## src/rtl/qmc_pkg.sv

```systemverilog
package qmc_pkg;
   localparam int OPC_W  = 4;
   localparam int MODE_W = 3;
   localparam int RIDX_W = 4;
   localparam int FLD_W  = 13;
   localparam int SLOT_W = MODE_W + RIDX_W + FLD_W;
   localparam int INSN_W = OPC_W + 3 * SLOT_W;

   localparam logic [OPC_W-1:0] OPC_MUL  = 4'd0;
   localparam logic [OPC_W-1:0] OPC_ADD  = 4'd1;
   localparam logic [OPC_W-1:0] OPC_SUB  = 4'd2;
   localparam logic [OPC_W-1:0] OPC_MOV  = 4'd3;
   localparam logic [OPC_W-1:0] OPC_BZ   = 4'd4;
   localparam logic [OPC_W-1:0] OPC_BREG = 4'd5;
   localparam logic [OPC_W-1:0] OPC_CALL = 4'd6;

   localparam logic [MODE_W-1:0] AM_IMM = 3'd0;
   localparam logic [MODE_W-1:0] AM_REG = 3'd1;
   localparam logic [MODE_W-1:0] AM_DIR = 3'd2;
   localparam logic [MODE_W-1:0] AM_IND = 3'd3;
   localparam logic [MODE_W-1:0] AM_IDX = 3'd4;

   typedef struct packed {
      logic [MODE_W-1:0] mode;
      logic [RIDX_W-1:0] ridx;
      logic [FLD_W-1:0]  fld;
   } slot_t;

   typedef struct packed {
      logic [OPC_W-1:0] opc;
      slot_t            dst;
      slot_t            s1;
      slot_t            s2;
   } insn_t;

   typedef enum logic [2:0] {
      ST_IDLE, ST_FETCH, ST_LD1, ST_WT1, ST_LD2, ST_WT2, ST_EXEC, ST_HALT
   } state_e;

   function automatic logic mode_is_mem(logic [MODE_W-1:0] m);
      return (m == AM_DIR) || (m == AM_IND) || (m == AM_IDX);
   endfunction

   function automatic logic opc_is_data(logic [OPC_W-1:0] o);
      return o <= OPC_MOV;
   endfunction
endpackage

```

## src/rtl/qmc_regfile.sv

```systemverilog
module qmc_regfile #(
   parameter int IDXW = 4,
   parameter int DW   = 32
) (
   input  logic            clk,
   input  logic            rst_n,
   input  logic            we,
   input  logic [IDXW-1:0] waddr,
   input  logic [DW-1:0]   wdata,
   input  logic [IDXW-1:0] raddr_a,
   output logic [DW-1:0]   rdata_a,
   input  logic [IDXW-1:0] raddr_b,
   output logic [DW-1:0]   rdata_b
);
   localparam int NREG = 1 << IDXW;

   if (IDXW < 1 || IDXW > 6) begin : g_chk_idxw
      $error("qmc_regfile: IDXW out of range");
   end

   logic [DW-1:0] regs [NREG];

   always_ff @(posedge clk or negedge rst_n) begin
      if (!rst_n) begin
         for (int i = 0; i < NREG; i++) regs[i] <= '0;
      end else if (we) begin
         regs[waddr] <= wdata;
      end
   end

   assign rdata_a = regs[raddr_a];
   assign rdata_b = regs[raddr_b];
endmodule

```

## src/rtl/qmc_agen.sv

```systemverilog
module qmc_agen
   import qmc_pkg::*;
#(
   parameter int DW = 32,
   parameter int AW = 11
) (
   input  slot_t          slot,
   input  logic [DW-1:0]  rval,
   output logic           is_mem,
   output logic [AW-1:0]  addr,
   output logic [DW-1:0]  imm
);
   if (DW < FLD_W || AW > DW) begin : g_chk_w
      $error("qmc_agen: need FLD_W <= DW and AW <= DW");
   end

   logic [DW-1:0] sum;

   assign imm    = {{(DW-FLD_W){slot.fld[FLD_W-1]}}, slot.fld};
   assign sum    = rval + imm;
   assign is_mem = mode_is_mem(slot.mode);

   always_comb begin
      case (slot.mode)
         AM_DIR:  addr = imm[AW-1:0];
         AM_IND:  addr = rval[AW-1:0];
         AM_IDX:  addr = sum[AW-1:0];
         default: addr = '0;
      endcase
   end
endmodule

```

## src/rtl/qmc_alu.sv

```systemverilog
module qmc_alu
   import qmc_pkg::*;
#(
   parameter int DW          = 32,
   parameter int MUL_VARIANT = 0
) (
   input  logic [OPC_W-1:0] opc,
   input  logic [DW-1:0]    a,
   input  logic [DW-1:0]    b,
   output logic [DW-1:0]    y
);
   logic [DW-1:0] prod;

   if (MUL_VARIANT == 0) begin : g_mul_native
      assign prod = a * b;
   end else if (MUL_VARIANT == 1) begin : g_mul_shift
      always_comb begin
         prod = '0;
         for (int i = 0; i < DW; i++) begin
            if (b[i]) prod = prod + (a << i);
         end
      end
   end else begin : g_mul_bad
      $error("qmc_alu: MUL_VARIANT must be 0 or 1");
   end

   always_comb begin
      case (opc)
         OPC_MUL: y = prod;
         OPC_ADD: y = a + b;
         OPC_SUB: y = a - b;
         default: y = a;
      endcase
   end
endmodule

```

## src/rtl/qmc_core.sv

```systemverilog
module qmc_core
   import qmc_pkg::*;
#(
   parameter int DW          = 32,
   parameter int AW          = 11,
   parameter int PCW         = 16,
   parameter int PROG_LEN    = 16,
   parameter int LINK_REG    = 15,
   parameter int MUL_VARIANT = 0
) (
   input  logic              clk,
   input  logic              rst_n,
   input  logic              start,
   output logic [PCW-1:0]    imem_addr,
   input  logic [INSN_W-1:0] imem_rdata,
   output logic              dmem_re,
   output logic              dmem_we,
   output logic [AW-1:0]     dmem_addr,
   output logic [DW-1:0]     dmem_wdata,
   input  logic [DW-1:0]     dmem_rdata,
   output logic              halted
);
   localparam int NREG = 1 << RIDX_W;

   if (PCW < FLD_W || PCW > DW) begin : g_chk_pcw
      $error("qmc_core: need FLD_W <= PCW <= DW");
   end
   if (PROG_LEN < 1 || PROG_LEN >= (1 << PCW)) begin : g_chk_len
      $error("qmc_core: PROG_LEN must fit the program counter");
   end
   if (LINK_REG < 0 || LINK_REG >= NREG) begin : g_chk_link
      $error("qmc_core: LINK_REG outside the register file");
   end

   state_e         st;
   logic [PCW-1:0] pc;
   insn_t          ir;
   insn_t          fetched;
   logic [DW-1:0]  op1, op2;

   slot_t          cur_slot;
   logic [DW-1:0]  rf_rd_a, rf_rd_b;
   logic           rf_we;
   logic [RIDX_W-1:0] rf_waddr;
   logic [DW-1:0]  rf_wdata;
   logic           ag_mem;
   logic [AW-1:0]  ag_addr;
   logic [DW-1:0]  ag_imm;
   logic [DW-1:0]  src_val;
   logic [DW-1:0]  alu_y;
   logic [PCW-1:0] pc_inc, br_off, pc_next;
   logic           is_data, is_mov;

   assign fetched = insn_t'(imem_rdata);
   assign is_data = opc_is_data(ir.opc);
   assign is_mov  = (ir.opc == OPC_MOV);

   // operand slot served by the shared address generator in each phase
   always_comb begin
      case (st)
         ST_LD1, ST_WT1: cur_slot = ir.s1;
         ST_LD2, ST_WT2: cur_slot = ir.s2;
         default:        cur_slot = ir.dst;
      endcase
   end

   qmc_regfile #(.IDXW(RIDX_W), .DW(DW)) u_rf (
      .clk     (clk),
      .rst_n   (rst_n),
      .we      (rf_we),
      .waddr   (rf_waddr),
      .wdata   (rf_wdata),
      .raddr_a (cur_slot.ridx),
      .rdata_a (rf_rd_a),
      .raddr_b (ir.s1.ridx),
      .rdata_b (rf_rd_b)
   );

   qmc_agen #(.DW(DW), .AW(AW)) u_agen (
      .slot   (cur_slot),
      .rval   (rf_rd_a),
      .is_mem (ag_mem),
      .addr   (ag_addr),
      .imm    (ag_imm)
   );

   qmc_alu #(.DW(DW), .MUL_VARIANT(MUL_VARIANT)) u_alu (
      .opc (ir.opc),
      .a   (op1),
      .b   (op2),
      .y   (alu_y)
   );

   assign src_val = (cur_slot.mode == AM_REG) ? rf_rd_a : ag_imm;

   // program counter arithmetic
   assign pc_inc = pc + PCW'(1);
   assign br_off = {{(PCW-FLD_W){ir.s1.fld[FLD_W-1]}}, ir.s1.fld};

   always_comb begin
      case (ir.opc)
         OPC_BZ:   pc_next = (rf_rd_b == '0) ? pc + br_off : pc_inc;
         OPC_BREG: pc_next = rf_rd_b[PCW-1:0];
         OPC_CALL: pc_next = pc + br_off;
         default:  pc_next = pc_inc;
      endcase
   end

   // register write-back: data ops to a register, or the call link
   always_comb begin
      rf_we    = 1'b0;
      rf_waddr = ir.dst.ridx;
      rf_wdata = alu_y;
      if (st == ST_EXEC) begin
         if (is_data && ir.dst.mode == AM_REG) begin
            rf_we = 1'b1;
         end else if (ir.opc == OPC_CALL) begin
            rf_we    = 1'b1;
            rf_waddr = RIDX_W'(LINK_REG);
            rf_wdata = DW'(pc_inc);
         end
      end
   end

   // phase sequencer
   always_ff @(posedge clk or negedge rst_n) begin
      if (!rst_n) begin
         st  <= ST_IDLE;
         pc  <= '0;
         ir  <= '0;
         op1 <= '0;
         op2 <= '0;
      end else begin
         case (st)
            ST_IDLE, ST_HALT: begin
               if (start) begin
                  pc <= '0;
                  st <= ST_FETCH;
               end
            end
            ST_FETCH: begin
               if (pc >= PCW'(PROG_LEN)) begin
                  st <= ST_HALT;
               end else begin
                  ir <= fetched;
                  st <= opc_is_data(fetched.opc) ? ST_LD1 : ST_EXEC;
               end
            end
            ST_LD1: begin
               if (ag_mem) begin
                  st <= ST_WT1;
               end else begin
                  op1 <= src_val;
                  st  <= is_mov ? ST_EXEC : ST_LD2;
               end
            end
            ST_WT1: begin
               op1 <= dmem_rdata;
               st  <= is_mov ? ST_EXEC : ST_LD2;
            end
            ST_LD2: begin
               if (ag_mem) begin
                  st <= ST_WT2;
               end else begin
                  op2 <= src_val;
                  st  <= ST_EXEC;
               end
            end
            ST_WT2: begin
               op2 <= dmem_rdata;
               st  <= ST_EXEC;
            end
            ST_EXEC: begin
               pc <= pc_next;
               st <= ST_FETCH;
            end
            default: st <= ST_IDLE;
         endcase
      end
   end

   assign imem_addr  = pc;
   assign dmem_addr  = ag_addr;
   assign dmem_wdata = alu_y;
   assign dmem_re    = ((st == ST_LD1) || (st == ST_LD2)) && ag_mem;
   assign dmem_we    = (st == ST_EXEC) && is_data && ag_mem;
   assign halted     = (st == ST_IDLE) || (st == ST_HALT);

   AST_RW_EXCL: assert property (@(posedge clk) disable iff (!rst_n)
      !(dmem_re && dmem_we));
   AST_READ_WAITS: assert property (@(posedge clk) disable iff (!rst_n)
      dmem_re |=> (st == ST_WT1 || st == ST_WT2));
   AST_HALT_QUIET: assert property (@(posedge clk) disable iff (!rst_n)
      halted |-> (!dmem_re && !dmem_we));
   AST_HALT_LIMIT: assert property (@(posedge clk) disable iff (!rst_n)
      $rose(halted) |-> (pc >= PCW'(PROG_LEN)));
   AST_DATA_STEP: assert property (@(posedge clk) disable iff (!rst_n)
      (st == ST_EXEC && is_data) |=> (pc == $past(pc) + PCW'(1)));
   AST_CALL_TARGET: assert property (@(posedge clk) disable iff (!rst_n)
      (st == ST_EXEC && ir.opc == OPC_CALL) |=> (pc == $past(pc) + $past(br_off)));
endmodule

```

## config.mk

```make
export PLATFORM = sky130hd
export DESIGN_NAME = qmc_core
export DESIGN_NICKNAME = d
export VERILOG_FILES = /design/src/rtl/qmc_pkg.sv /design/src/rtl/qmc_regfile.sv /design/src/rtl/qmc_agen.sv /design/src/rtl/qmc_alu.sv /design/src/rtl/qmc_core.sv
export SDC_FILE = /design/constraint.sdc
export NUM_CORES = 2
export LEC_CHECK = 0
export BUFFER_PORTS_ARGS = -buffer_cell sky130_fd_sc_hd__buf_2
export CORE_ASPECT_RATIO = 1.2
export CORE_MARGIN = 2
export CORE_UTILIZATION = 39
export DETAILED_ROUTE_END_ITERATION = 10
export SLEW_MARGIN = 20
export SYNTH_ARGS = -nofsm -noshare
export SYNTH_HDL_FRONTEND = slang
export SYNTH_SLANG_ARGS = --single-unit
```

## constraint.sdc

```tcl
create_clock -name clk -period 7.9 [get_ports clk]
set_input_delay 0.79 -clock clk [delete_from_list [all_inputs] [get_ports clk]]
set_output_delay 0.79 -clock clk [all_outputs]
set_load 0.005 [all_outputs]
```

# ---- Word-level counts from Yosys, hierarchy flattened
# Index checks and enable logic that the tools add are counted.
dict set report totals {
  in_bits 99
  ramBits 0
  romBits 0
  register_bits 659
  mem_count 0
  latch_bits 0
}
dict set report op_classes {
  magnitude_cmp 7
  eq_ne 21
  n_bitwise 4
  n_shift 0
  div 0
  n_reduce_logical 22
  add_sub_neg 5
  muxes 36
  n_mul 1
}
# operator n
set ops {}
lappend ops {{bitwise mux 512 bit} 1}
lappend ops {{2-to-1 mux 32 bit} 10}
lappend ops {{binary-select mux 32 bit (select 4 bit)} 2}
lappend ops {{demux 32 bit (select 4 bit)} 1}
lappend ops {{case mux 32 bit (2 select lines)} 2}
lappend ops {{case mux 32 bit (3 select lines)} 1}
lappend ops {{case mux 16 bit (3 select lines)} 1}
lappend ops {{case mux 20 bit (2 select lines)} 1}
lappend ops {{case mux 11 bit (3 select lines)} 1}
lappend ops {{adder 32 bit} 1}
lappend ops {{logical NOT 32 bit} 1}
lappend ops {{multiplier 32 x 32 -> 32 bit} 1}
lappend ops {{2-to-1 mux 16 bit} 2}
lappend ops {{case mux 16 bit (2 select lines)} 1}
lappend ops {{subtractor 32 bit} 1}
lappend ops {{case mux 3 bit (7 select lines)} 1}
lappend ops {{adder 16 x 1 -> 16 bit (second input constant)} 1}
lappend ops {{adder 16 bit} 1}
lappend ops {{>= comparator 16 x 5 -> 1 bit (second input constant)} 1}
lappend ops {{== test 3 bit (second input constant)} 5}
lappend ops {{>= comparator 5 bit (second input constant)} 3}
lappend ops {{NOT 4 -> 5 bit} 3}
lappend ops {{== test 3 x 2 -> 1 bit (second input constant)} 4}
lappend ops {{== test 4 x 3 -> 1 bit (second input constant)} 3}
lappend ops {{other kinds (19)} 47}

# ---- Depth between registers and ports, before layout
dict set report depth {
  word_depth 10
  mapped_depth 30
}

# ---- Cells and area by module
# From an unflattened synthesis, not the netlist that was laid out.
dict set report hier_totals {
  cells_unflattened 4789
  area_unflattened_um2 54522.3
}
# mod area_each_um2 instances seq_area_each_um2 cells_each
set modules_own_cells {}
lappend modules_own_cells {qmc_regfile 26457.9 1 12812.3 1676}
lappend modules_own_cells {qmc_alu 18486.5 1 0.0 2136}
lappend modules_own_cells {qmc_core 8660.8 1 3678.5 853}
lappend modules_own_cells {qmc_agen 917.1 1 0.0 124}

# ---- Worst setup path after synthesis
# No wires, ideal clock.
dict set report synth_timing {
  path_type {flip-flop to output port}
  start {register op2[6]}
  end {output port dmem_wdata[30]}
  arrival_time_ns 7.341
  path_stages_with_launch 26
  path_slack_ns -0.231
  t_required_ns 7.110
  cell_sequence {dfrtp_1 -> clkbuf_1 -> clkbuf_1 -> and2_1 -> fa_1 -> fa_1 -> fa_1 -> inv_1 -> fa_1 -> inv_1 -> fa_1 -> fa_1 -> fa_1 -> fa_1 -> ha_1 -> clkbuf_1 -> a21o_1 -> a221oi_1 -> o21ai_0 -> a21o_1 -> a21oi_1 -> a31oi_1 -> xor2_1 -> a222oi_1 -> buf_4 -> inv_2}
}
dict set report synth_between {
  elab_chain_len 2
  word_cells_on_any_way 4
  classes_between {add/sub (2); mul (1); mux (1)}
}
# element line
set synth_lines {}
lappend synth_lines {{start: declaration} qmc_core.sv:39} ;# logic [DW-1:0] op1, op2;
lappend synth_lines {{start signal: assignment} qmc_core.sv:165} ;# op2 <= src_val;
lappend synth_lines {{start signal: assignment} qmc_core.sv:170} ;# op2 <= dmem_rdata;
lappend synth_lines {{multiplier 32 x 32 -> 32 bit, or another cell as far along} qmc_alu.sv:15} ;# assign prod = a * b;
lappend synth_lines {{case mux 32 bit (3 select lines) *} qmc_alu.sv:28} ;# case (opc)
lappend synth_lines {{end: declaration} qmc_core.sv:19} ;# output logic [DW-1:0] dmem_wdata,
# Every way passes the cells marked *; elsewhere a longest branch is shown, timed or not.

# ---- Worst setup path in the final report
dict set report layout_timing {
  start {register op2[7]}
  end {output port dmem_wdata[30]}
}
# Same word-level chain as after synthesis.

==> out/qor.txt <==
Status - complete, but fails checks
Violated checks - negative setup slack
Half-perimeter wire length after placement - 140,000 um
Syn Area/Cell - 9.23 um2
Met1 Use GR - 0.353
Setup crit end kind - primary output
Row count - 148
Reg2Reg Capture Point - u_rf.regs[318]
RSZ-0062 raised after global routing - true
Crit start category - flip-flop
GP Congestion - 0.977
Clock buffer depth - 3
Final setup margin - -1050 ps
Max transition margin - 0.120
R2R cell count - 25
Post-layout min period - 8950 ps
Routed WL - 188,000 um
Sequential share of the synthesized area - 0.311
Yosys warns - 0
Placed instance count - 7,646
First-pass GRT wire length - 285,000 um
Final Setup Violations - 36
Post-Synthesis Cells - 5,736
Tightest Pin Transition - 1310 ps
Clock Sinks - 659
Vias in the first global route - 44,700
DRC violations left - 0
CTS tree - done
Main area contributors after synthesis - dfrtp_1, fa_1, nand2_1
FF+latch count, synth - 659
Most common cell after layout, fill and taps aside - nand2_1
Routing usage on met2 - 0.440
Iter 0 DRT Violations - 4,057
Area growth syn-to-layout - 17.3%
Fill cell count - 12,900
Crit-path max FO - 9
# Max-Cap Violations - 0
Worst EP required - 7110 ps
Top_reg_cell synth - dfrtp_1
Worst setup path class - reg2out
ANT nets after route - 0
Clk_skew - 33.7 ps
Area of the mapped netlist - 0.0530 mm2
H-Tree Level Count - 3
Met3 Usage GRT - 0.0368
Proportion of layout cells with a drive suffix above 1 - 0.189
Most frequent cells in the layout - nand2_1, dfrtp_1, o21ai_0, inv_1, fa_1
Syn_nets - 6,429
Worst hold path class - in2async
Die Wd - 340 um
Gr ovfl total - 0
Largest net degree at the start of global routing - 162
Area share of the largest cell type after synthesis - 0.311
Synth area leader - dfrtp_1
R2R Path Start - op2[7]
DRT Pass-1 Iters - 5
Hold_buf cts - 0
# port buffers - 160
Core Region - 0.135 mm2
CTS root buf - clkbuf_16
Nets - 6,671
Slew Viols, Final - 0
Fmax - 0.112 GHz
GR peak layer - met2
Initial antenna violation count - 4
Clock transition at the registers of the reported paths - 60 ps
Post-synth cell types - 79
Total number of vias - 44,200
Clk_lat worst skew - 670 ps
GRT Util Overall - 0.269
Post-synth EDFFs - 0
Final worst path period share - 1.13
Starting Density - 0.392
Non-Filler Instances - 7,840
Wirelength per Cell - 24.0 um
Final hold violations - 0
Die Span Y - 408 um
CTS Buf Count - 73
Die footprint - 0.139 mm2
WP data arrival - 8160 ps
Via density - 5.64
Ys async rst share - 1.00
Ports - 161
R2R Setup Slk - -50 ps
## critical path, cell delays in order (launching register included)
cell	delay, ps
dfrtp_2	470
buf_12	160
buf_4	160
and2_4	140
fa_1	550
fa_1	450
fa_1	490
inv_1	60
fa_1	540
inv_1	60
fa_1	490
fa_1	580
fa_1	440
fa_1	540
ha_4	330
nand3_2	90
buf_4	170
or4_4	500
a31oi_4	250
xor2_4	140
a222oi_1	450
buf_4	270
inv_2	40
buf_6	110
## registers in the layout, indices dropped and copies added (netlist names)
signal and cells:
op1 32, op2 32, u_rf.regs 512, br_off 13, ir 51, st 3
imem_addr 16
## repair_timing
item | CTS | global route
pin swaps | 52 | 61
endpoints found under the setup margin | 54 | 159
gates resized for setup | 149 | 161
cloned | 0 | 2
setup buffers | 40 | 33
## kinds of logic after synthesis
| logic type | share of synthesized area |
|---|---|
| flops | 0.311 |
| mux | 0.0882 |
| fa+ha+maj | 0.199 |
| buf+inv | 0.0642 |
| xor+xnor | 0.0287 |
| compound gates | 0.162 |
| simple gates | 0.147 |
## area by class of cell
type                       instances  area, um2  area share
clock buffer                     103       2130      0.0343
inverter                         431       1630      0.0263
antenna                            4       10.0    0.000161
multi-input combinational       4216      34200       0.551
sequential                       659      16500       0.266
tap                             1800       2250      0.0362
clock inverter                    30        432     0.00695
timing repair buffer             597       4940      0.0796
## routing by layer
metal  part of all wire  vias to the layer above
li1                   -                    20000
met5                  0                        -
met3              0.063                      450
met4              0.051                        0
met1               0.41                    22200
met2               0.48                     1599
## metrics by stage
step	TNS, ps	worst slack, ps	cell area, um2	utilization	hold WS (ps)
final	-11780	-1050	62100	0.460	109
after floorplan	0	2.39	53000	-	455
after CTS	-12720	-1120	61300	0.453	214
after global placement	-6030	-507	57800	0.427	471
after global routing	-19640	-1250	62100	0.460	247
after detailed placement	-7290	-552	57800	0.427	483
## cells in the mapped netlist, drive strengths merged (5+ instances only)
master,instances
or3,6
nand2b,20
nor3b,7
buf,91
mux4,65
nor3,31
a21oi,242
inv,430
o221ai,10
o31ai,8
nand2,874
or4,8
nor2,135
mux2,129
and3,20
o211ai,34
nand4,16
or4b,5
a211oi,177
dfrtp,659
ha,183
mux2i,175
or2,5
fa,411
xor2,58
a31oi,21
nor4b,7
o22ai,27
clkbuf,339
nor2b,110
o41ai,6
nor4,58
o21a,11
xnor2,113
a221oi,10
a22oi,98
a21boi,6
o21ai,671
and2,312
o21bai,6
o2111ai,5
a22o,10
a21o,48
nand3,36
## worst max-delay path by stage
stage	cells after the start	start	slack [ps]	to
6_report	23	op2[7]	-1050	dmem_wdata[30]
5_1_grt	27	op1[13]	-1250	dmem_wdata[30]
4_1_cts	23	op2[5]	-1120	dmem_wdata[30]
3_5_place_dp	23	op1[9]	-550	dmem_wdata[30]
3_3_place_gp	29	op2[2]	-510	dmem_wdata[30]
2_1_floorplan	25	op2[5]	2	dmem_wdata[30]
Power is not shown: default switching activity piles up to over one toggle a cycle in this logic, so the estimate is an artifact.
